File: config.mk
export PLATFORM = sky130hd
export DESIGN_NAME = chain_walker
export DESIGN_NICKNAME = d
export VERILOG_FILES = /design/src/rtl/chain_walker_pkg.sv /design/src/rtl/chain_walker_stats.sv /design/src/rtl/chain_walker_outreg.sv /design/src/rtl/chain_walker_ctrl.sv /design/src/rtl/chain_walker.sv
export SDC_FILE = /design/constraint.sdc
export NUM_CORES = 1
export LEC_CHECK = 0
export BUFFER_PORTS_ARGS = -buffer_cell sky130_fd_sc_hd__buf_2
export CAP_MARGIN = 20
export CORE_ASPECT_RATIO = 1.25
export CORE_UTILIZATION = 52
export CTS_CLUSTER_DIAMETER = 100
export DETAILED_ROUTE_END_ITERATION = 8
export MAX_ROUTING_LAYER = met4
export PLACE_DENSITY = 0.79
export SKIP_LAST_GASP = 1
export SYNTH_ARGS = -nofsm -noshare
export SYNTH_HDL_FRONTEND = slang
export SYNTH_SLANG_ARGS = --single-unit
export TNS_END_PERCENT = 30
File: constraint.sdc
create_clock -name clk -period 3.1 [get_ports clk]
set_clock_uncertainty 0.2 [all_clocks]
set_input_delay 0.62 -clock clk [delete_from_list [all_inputs] [get_ports clk]]
set_output_delay 0.62 -clock clk [all_outputs]
set_load 0.02 [all_outputs]
File: src/rtl/chain_walker_pkg.sv
package chain_walker_pkg;

  localparam int unsigned CW_PTR_W   = 24;
  localparam int unsigned CW_MADDR_W = 21;
  localparam int unsigned CW_DATA_W  = 32;
  localparam int unsigned CW_LEN_W   = 8;
  localparam int unsigned CW_CNT_W   = 20;
  localparam int unsigned CW_CYC_W   = 32;
  localparam int unsigned CW_CYC_BASE = 5;

  typedef enum logic [3:0] {
    S_IDLE,
    S_NEXT,
    S_HRD,
    S_HWAIT,
    S_HWR,
    S_PRD,
    S_PWAIT,
    S_POUT,
    S_CSTART,
    S_CRD,
    S_CWAIT,
    S_CWR,
    S_DONE
  } cw_state_e;

endpackage

File: src/rtl/chain_walker_stats.sv
module chain_walker_stats #(
  parameter int unsigned LEN_W    = chain_walker_pkg::CW_LEN_W,
  parameter int unsigned CNT_W    = chain_walker_pkg::CW_CNT_W,
  parameter int unsigned CYC_W    = chain_walker_pkg::CW_CYC_W,
  parameter int unsigned CYC_BASE = chain_walker_pkg::CW_CYC_BASE
) (
  input  logic             clk,
  input  logic             rst_n,
  input  logic             clr,
  input  logic             hdr_en,
  input  logic [LEN_W-1:0] hdr_len,
  input  logic             node_inc,
  input  logic             mark_inc,
  input  logic             loop_set,
  output logic [CNT_W-1:0] node_cnt,
  output logic [CNT_W-1:0] mark_cnt,
  output logic [CYC_W-1:0] cyc_est,
  output logic             loop_flag
);

  localparam logic [CYC_W-1:0] BASE = CYC_W'(CYC_BASE);

  logic [CNT_W-1:0] node_cnt_n, mark_cnt_n;
  logic [CYC_W-1:0] cyc_est_n;
  logic             loop_flag_n;
  logic             upd_en;

  assign upd_en = clr | hdr_en | node_inc | mark_inc | loop_set;

  always_comb begin
    node_cnt_n  = node_cnt;
    mark_cnt_n  = mark_cnt;
    cyc_est_n   = cyc_est;
    loop_flag_n = loop_flag;
    if (clr) begin
      node_cnt_n  = '0;
      mark_cnt_n  = '0;
      cyc_est_n   = '0;
      loop_flag_n = 1'b0;
    end else begin
      if (hdr_en)   cyc_est_n  = cyc_est + BASE + CYC_W'(hdr_len);
      if (node_inc) node_cnt_n = node_cnt + 1'b1;
      if (mark_inc) mark_cnt_n = mark_cnt + 1'b1;
      if (loop_set) loop_flag_n = 1'b1;
    end
  end

  always_ff @(posedge clk or negedge rst_n) begin
    if (!rst_n) begin
      node_cnt  <= '0;
      mark_cnt  <= '0;
      cyc_est   <= '0;
      loop_flag <= 1'b0;
    end else if (upd_en) begin
      node_cnt  <= node_cnt_n;
      mark_cnt  <= mark_cnt_n;
      cyc_est   <= cyc_est_n;
      loop_flag <= loop_flag_n;
    end
  end

endmodule

File: src/rtl/chain_walker_outreg.sv
module chain_walker_outreg #(
  parameter int unsigned DATA_W = chain_walker_pkg::CW_DATA_W
) (
  input  logic              clk,
  input  logic              rst_n,
  input  logic              load,
  input  logic [DATA_W-1:0] load_data,
  input  logic              ready,
  output logic              valid,
  output logic [DATA_W-1:0] data,
  output logic              taken
);

  logic valid_n;

  assign taken = valid & ready;

  always_comb begin
    valid_n = valid;
    if (taken) valid_n = 1'b0;
    if (load)  valid_n = 1'b1;
  end

  always_ff @(posedge clk or negedge rst_n) begin
    if (!rst_n) valid <= 1'b0;
    else        valid <= valid_n;
  end

  always_ff @(posedge clk or negedge rst_n) begin
    if (!rst_n)    data <= '0;
    else if (load) data <= load_data;
  end

endmodule

File: src/rtl/chain_walker_ctrl.sv
module chain_walker_ctrl
  import chain_walker_pkg::*;
#(
  parameter int unsigned PTR_W   = CW_PTR_W,
  parameter int unsigned MADDR_W = CW_MADDR_W,
  parameter int unsigned DATA_W  = CW_DATA_W,
  parameter int unsigned LEN_W   = CW_LEN_W,
  parameter int unsigned CNT_W   = CW_CNT_W
) (
  input  logic               clk,
  input  logic               rst_n,
  input  logic               start,
  input  logic [PTR_W-1:0]   start_addr,
  input  logic               mem_gnt,
  input  logic               mem_rvalid,
  input  logic [DATA_W-1:0]  mem_rdata,
  input  logic               out_taken,
  input  logic [CNT_W-1:0]   mark_cnt,
  output logic               mem_req,
  output logic               mem_we,
  output logic [MADDR_W-1:0] mem_addr,
  output logic [DATA_W-1:0]  mem_wdata,
  output logic               load_out,
  output logic               stat_clr,
  output logic               hdr_en,
  output logic [LEN_W-1:0]   hdr_len_o,
  output logic               node_inc,
  output logic               mark_inc,
  output logic               loop_set,
  output logic               busy,
  output logic               done
);

  localparam logic [PTR_W-1:0]   TERM     = {PTR_W{1'b1}};
  localparam int unsigned        MARK_BIT = PTR_W - 1;
  localparam logic [DATA_W-1:0]  MARK     = DATA_W'(1) << MARK_BIT;
  localparam logic [MADDR_W-1:0] STEP     = MADDR_W'(DATA_W / 8);

  cw_state_e          state, state_n;
  logic [PTR_W-1:0]   ptr, ptr_n, start_q, start_n;
  logic [DATA_W-1:0]  hdr, hdr_n;
  logic [MADDR_W-1:0] paddr, paddr_n;
  logic [LEN_W-1:0]   rem, rem_n;
  logic [CNT_W-1:0]   left, left_n;

  logic [MADDR_W-1:0] ptr_m;
  logic [PTR_W-1:0]   rd_next, hdr_next;
  logic [LEN_W-1:0]   rd_len, hdr_len;

  assign ptr_m    = ptr[MADDR_W-1:0];
  assign rd_next  = mem_rdata[PTR_W-1:0];
  assign rd_len   = mem_rdata[DATA_W-1 -: LEN_W];
  assign hdr_next = hdr[PTR_W-1:0];
  assign hdr_len  = hdr[DATA_W-1 -: LEN_W];
  assign hdr_len_o = rd_len;

  always_comb begin
    mem_req   = 1'b0;
    mem_we    = 1'b0;
    mem_addr  = ptr_m;
    mem_wdata = hdr;
    unique case (state)
      S_HRD, S_CRD: mem_req = 1'b1;
      S_PRD: begin
        mem_req  = 1'b1;
        mem_addr = paddr;
      end
      S_HWR: begin
        mem_req   = 1'b1;
        mem_we    = 1'b1;
        mem_wdata = hdr | MARK;
      end
      S_CWR: begin
        mem_req   = 1'b1;
        mem_we    = 1'b1;
        mem_wdata = hdr & ~MARK;
      end
      default: ;
    endcase
  end

  assign busy = (state != S_IDLE);
  assign done = (state == S_DONE);

  always_comb begin
    state_n  = state;
    ptr_n    = ptr;
    start_n  = start_q;
    hdr_n    = hdr;
    paddr_n  = paddr;
    rem_n    = rem;
    left_n   = left;
    stat_clr = 1'b0;
    hdr_en   = 1'b0;
    node_inc = 1'b0;
    mark_inc = 1'b0;
    loop_set = 1'b0;
    load_out = 1'b0;
    unique case (state)
      S_IDLE: if (start) begin
        ptr_n    = start_addr;
        start_n  = start_addr;
        stat_clr = 1'b1;
        state_n  = S_NEXT;
      end
      S_NEXT: state_n = (ptr == TERM) ? S_CSTART : S_HRD;
      S_HRD:  if (mem_gnt) state_n = S_HWAIT;
      S_HWAIT: if (mem_rvalid) begin
        hdr_n  = mem_rdata;
        hdr_en = 1'b1;
        if (rd_next == TERM) begin
          node_inc = 1'b1;
          ptr_n    = TERM;
          paddr_n  = ptr_m + STEP;
          rem_n    = rd_len;
          state_n  = (rd_len == '0) ? S_NEXT : S_PRD;
        end else if (mem_rdata[MARK_BIT]) begin
          loop_set = 1'b1;
          state_n  = S_CSTART;
        end else begin
          state_n  = S_HWR;
        end
      end
      S_HWR: if (mem_gnt) begin
        node_inc = 1'b1;
        mark_inc = 1'b1;
        ptr_n    = hdr_next;
        paddr_n  = ptr_m + STEP;
        rem_n    = hdr_len;
        state_n  = (hdr_len == '0) ? S_NEXT : S_PRD;
      end
      S_PRD:   if (mem_gnt) state_n = S_PWAIT;
      S_PWAIT: if (mem_rvalid) begin
        load_out = 1'b1;
        state_n  = S_POUT;
      end
      S_POUT: if (out_taken) begin
        rem_n   = rem - 1'b1;
        paddr_n = paddr + STEP;
        state_n = (rem == LEN_W'(1)) ? S_NEXT : S_PRD;
      end
      S_CSTART: begin
        ptr_n   = start_q;
        left_n  = mark_cnt;
        state_n = (mark_cnt == '0) ? S_DONE : S_CRD;
      end
      S_CRD:   if (mem_gnt) state_n = S_CWAIT;
      S_CWAIT: if (mem_rvalid) begin
        hdr_n   = mem_rdata;
        state_n = S_CWR;
      end
      S_CWR: if (mem_gnt) begin
        left_n  = left - 1'b1;
        ptr_n   = PTR_W'(hdr[MADDR_W-1:0]);
        state_n = (left == CNT_W'(1)) ? S_DONE : S_CRD;
      end
      S_DONE:  state_n = S_IDLE;
      default: state_n = S_IDLE;
    endcase
  end

  always_ff @(posedge clk or negedge rst_n) begin
    if (!rst_n) begin
      state   <= S_IDLE;
      ptr     <= '0;
      start_q <= '0;
      hdr     <= '0;
      paddr   <= '0;
      rem     <= '0;
      left    <= '0;
    end else begin
      state   <= state_n;
      ptr     <= ptr_n;
      start_q <= start_n;
      hdr     <= hdr_n;
      paddr   <= paddr_n;
      rem     <= rem_n;
      left    <= left_n;
    end
  end

endmodule

File: src/rtl/chain_walker.sv
module chain_walker
  import chain_walker_pkg::*;
#(
  parameter int unsigned PTR_W    = CW_PTR_W,
  parameter int unsigned MADDR_W  = CW_MADDR_W,
  parameter int unsigned DATA_W   = CW_DATA_W,
  parameter int unsigned LEN_W    = CW_LEN_W,
  parameter int unsigned CNT_W    = CW_CNT_W,
  parameter int unsigned CYC_W    = CW_CYC_W,
  parameter int unsigned CYC_BASE = CW_CYC_BASE
) (
  input  logic               clk,
  input  logic               rst_n,
  input  logic               start_i,
  input  logic [PTR_W-1:0]   start_addr_i,
  output logic               busy_o,
  output logic               done_o,
  output logic [CNT_W-1:0]   node_cnt_o,
  output logic [CYC_W-1:0]   cyc_est_o,
  output logic               loop_o,
  output logic               mem_req_o,
  output logic               mem_we_o,
  output logic [MADDR_W-1:0] mem_addr_o,
  output logic [DATA_W-1:0]  mem_wdata_o,
  input  logic               mem_gnt_i,
  input  logic               mem_rvalid_i,
  input  logic [DATA_W-1:0]  mem_rdata_i,
  output logic               out_valid_o,
  output logic [DATA_W-1:0]  out_data_o,
  input  logic               out_ready_i
);

  logic             load_out, out_taken;
  logic             stat_clr, hdr_en, node_inc, mark_inc, loop_set;
  logic [LEN_W-1:0] hdr_len;
  logic [CNT_W-1:0] mark_cnt;

  chain_walker_ctrl #(
    .PTR_W(PTR_W), .MADDR_W(MADDR_W), .DATA_W(DATA_W),
    .LEN_W(LEN_W), .CNT_W(CNT_W)
  ) ctrl_i (
    .clk        (clk),
    .rst_n      (rst_n),
    .start      (start_i),
    .start_addr (start_addr_i),
    .mem_gnt    (mem_gnt_i),
    .mem_rvalid (mem_rvalid_i),
    .mem_rdata  (mem_rdata_i),
    .out_taken  (out_taken),
    .mark_cnt   (mark_cnt),
    .mem_req    (mem_req_o),
    .mem_we     (mem_we_o),
    .mem_addr   (mem_addr_o),
    .mem_wdata  (mem_wdata_o),
    .load_out   (load_out),
    .stat_clr   (stat_clr),
    .hdr_en     (hdr_en),
    .hdr_len_o  (hdr_len),
    .node_inc   (node_inc),
    .mark_inc   (mark_inc),
    .loop_set   (loop_set),
    .busy       (busy_o),
    .done       (done_o)
  );

  chain_walker_stats #(
    .LEN_W(LEN_W), .CNT_W(CNT_W), .CYC_W(CYC_W), .CYC_BASE(CYC_BASE)
  ) stats_i (
    .clk       (clk),
    .rst_n     (rst_n),
    .clr       (stat_clr),
    .hdr_en    (hdr_en),
    .hdr_len   (hdr_len),
    .node_inc  (node_inc),
    .mark_inc  (mark_inc),
    .loop_set  (loop_set),
    .node_cnt  (node_cnt_o),
    .mark_cnt  (mark_cnt),
    .cyc_est   (cyc_est_o),
    .loop_flag (loop_o)
  );

  chain_walker_outreg #(.DATA_W(DATA_W)) outreg_i (
    .clk       (clk),
    .rst_n     (rst_n),
    .load      (load_out),
    .load_data (mem_rdata_i),
    .ready     (out_ready_i),
    .valid     (out_valid_o),
    .data      (out_data_o),
    .taken     (out_taken)
  );

endmodule

==> summary.txt <==
Route
  • Initial detailed-routing violation count: 1013
  • WL per Instance: between 15 and 20 um
  • DR vias/cell: 6.11
  • Met1 WL: 14400 um
  • Max Used Layer: met4
  • DRC Markers: 0
  • Wire length on met2: 18400 um
  • Antenna-violating nets left: 0
  • Post-Route WL: 36900 um
  • Vias after detailed routing: 11.9k
  • Met3 routed WL: 2410 um
  • DRT Pass-1 Iters: 6

CTS
  • Clock H-tree levels: 1
  • CTS Sinks: 239
  • Clock tree buffer depth: 3
  • CTS tree: yes
  • CTS Buf Count: 26
  • Clock-pin slew on the worst setup and hold paths: 0.07 ns
  • Clock Latency Late Sink: 0.54 ns
  • Root buf cell: clkbuf_16

Critical path
  • Crit Path Max Fanout: 10
  • Critical path class: reg2out
  • Crit path cell chain: buf_8 > inv_4 > nand2_2 > nor2_4 > clkbuf_16 > mux2_2 > clkbuf_4
  • CP startpoint kind: flip-flop
  • CP peak stage delay: 0.40 ns
  • CP arrival: roughly 2.2 ns
  • Crit path required time: 2.28 ns
  • CP max stage cell: dfrtp_1
  • Buf/Inv on CP: 4
  • CP Capture Type: output port
  • CP top delay family: buffers and inverters

Logic synthesis
  • Mapped Avg Cell Area: 9.27 um^2
  • Synth area leader: dfrtp_1
  • Distinct cell type count of the synthesized netlist: around 80
  • Yosys top cell area share: 45.6%
  • Async SR Flop Fraction: 100%
  • Dominant cells by area after synthesis: dfrtp_1 (46%), mux2_2 (7.2%), nand2_1 (6.4%)
  • Seq cells post-synth: roughly 240
  • Post-synthesis instance area: 13100 um^2
  • Synth Flop Type: dfrtp_1
  • Syn Nets: around 1.5k
  • Cells after Synth: roughly 1.4k
  • Sequential-to-total area share from yosys stat: roughly 46%
  • Synthesis warning total: 0
  • Post-synth EDFFs: 0

Floorplanning
  • Initial Util: between 50% and 60%
  • Die ar.: 25900 um^2
  • Core Region: 24600 um^2
  • Rows: 64
  • I/O pin count: 205
  • Die H: 180 um
  • Die W: approximately 140 um

GRT
  • First-pass GRT wire length: 60000 um
  • Largest net degree at the start of global routing: 69
  • Number of global-route vias before repair: around 12k
  • Grt total ovfl: 0
  • Tot GR Track Use: between 20% and 30%
  • Initial antenna violation count: 1

Status
  • Status: completed

Timing
  • Fmax: 327 MHz
  • Worst Tran Pin Value: 0.720 ns
  • Setup Viol. Count Final: 0
  • Fin crit share: 98.6%
  • Worst slew margin: roughly half
  • Final hold vios: 0
  • Setup tns final: 0 ns
  • Slew Limit Fails: 0
  • Post-route minimum period: 3.06 ns

Pwr
  • LEAKAGE: 7.23 nW
  • PwrDens: roughly 1100 nW/um^2
  • Maximum vdd drop: 733 uV
  • Pwr Total: 16.6 mW

Placement
  • PortBufs: slightly above 200
  • GP Congestion: 0.954
  • Dpl hpwl: 26100 um

Final layout
  • Area growth syn-to-layout: 18.9%
  • Final net count: about 1.7k
  • Layout cells sized above 1: 25.8%

Run
  • Max Cap Viol: 0

Min path
  • Hold Crit Class: in2reg
==> layout by cell type, fill, tap and decap left out, types with 37 or more instances in the layout <==
cell / n
dfrtp_1: 239
o21ai_0: 86
nor2_1: 110
nand2_1: 221
nand4_1: 42
buf_4: 53
mux2_2: 84
nand3_1: 37
buf_2: 202
a21oi_1: 68
==> per-stage QoR <==
stage	instances	area (um^2)	hold slack (ns)	setup slack [ns]	utilization [%]
6_report	1951	15600	0.0910	0.0425	63.4
5_1_grt	1951	15600	0.0981	-0.00220	63.4
4_1_cts	1942	15500	0.0802	-0.000755	63.0
3_5_place_dp	1892	14500	0.263	-0.114	58.9
3_3_place_gp	1892	14500	0.254	-0.0363	58.9
2_1_floorplan	1415	13100	0.124	0.00101	-
==> path summary, 6_finish.rpt <==
| path | startpoint | endpoint | slack (ns) | cells past startpoint |
|---|---|---|---|---|
| setup / recovery | ctrl_i.state[1]$_DFFE_PN0P_ | mem_addr_o[20] | 0.04 | 7 |
| hold / removal | start_addr_i[9] | ctrl_i.start_q[9]$_DFFE_PN0P_ | 0.09 | 3 |
| setup reg to reg | stats_i.cyc_est[1]$_DFFE_PN0P_ | stats_i.cyc_est[29]$_DFFE_PN0P_ | 0.18 | 10 |
| hold reg to reg | ctrl_i.start_q[2]$_DFFE_PN0P_ | ctrl_i.start_q[2]$_DFFE_PN0P_ | 0.28 | 2 |
| max in group asynchronous | rst_n | outreg_i.data[28]$_DFFE_PN0P_ | 1.47 | 3 |
| min in group asynchronous | rst_n | stats_i.cyc_est[22]$_DFFE_PN0P_ | 0.46 | 2 |
==> area by class of cell <==
cell class / count / area (um^2)
flip-flops and latches: 239 / 5980
well taps: 330 / 413
diodes: 1 / 2.50
inverters: 32 / 123
repair buffers: 269 / 1660
multi-input cells: 1032 / 6470
fillers: 1964 / 8990
clock inverters: 16 / 219
clock buffers: 32 / 724
==> flip-flops by register name, indices dropped and copies added, names as in the netlist, 4 cells and up <==
| register | flops |
|---|---|
| ctrl_i.hdr | 32 |
| outreg_i.data | 32 |
| ctrl_i.paddr | 21 |
| stats_i.cyc_est | 32 |
| stats_i.node_cnt | 20 |
| ctrl_i.left | 20 |
| ctrl_i.rem | 8 |
| ctrl_i.start_q | 24 |
| ctrl_i.state | 4 |
| ctrl_i.ptr | 24 |
| stats_i.mark_cnt | 20 |
==> cell families (layout without fill, tap and decap cells) <==
logic type	Yosys count	after routing	share of synthesized area, %
and+or+nand+nor	545	545	19.7
AOI/OAI and AO/OA	327	327	16.3
DFF	239	239	45.6
buffers and inverters	144	349	5.36
muxes	88	88	7.52
xor gates and xnor gates	47	47	3.14
adders and majority gates	25	25	2.44
other	0	1	0
==> routing by layer <==
layer  vias to the layer above  track usage (%)
li1                       5479                -
met1                      5774             35.4
met2                       532             48.7
met3                       136             4.61
met4                         0             13.8
met5                         -                -
==> cells in the mapped netlist (all sizes together) (8+ instances only) <==
cell type,count
dfrtp,239
xor2,28
a21o,8
xnor2,19
o22ai,15
o21a,9
mux2,84
nor3,33
nor2,112
nand4,42
nand3,37
inv,32
or3,12
nor4,17
and2,12
clkbuf,43
nand2b,10
nand2,222
buf,69
a21oi,69
and4,9
ha,24
and3,19
a221oi,25
a31oi,34
o21ai,88
==> power by group <==
part,internal (mW),switching [mW]
logic,3.13,4.67
clock network,2.08,1.32
registers,4.28,1.17
total,9.49,7.16
==> worst reg2reg max path: stages (launching register included) <==
cell      delay, ns
dfrtp_1        0.40
ha_1           0.29
ha_1           0.16
inv_1          0.06
fa_1           0.39
nor2b_1        0.13
o21a_1         0.13
o21a_1         0.26
o211ai_2       0.23
or4_1          0.52
nand2_1        0.08
==> timing repair <==
item	in CTS	in global routing
gates resized for setup	8	7
buffers inserted	0	7
pin swaps	1	1
hold buffers	1	0
cloned	1	1
endpoints found under the setup margin	20	20
hold endpoints to repair	63	0
Power figures use the tool's default switching activity.
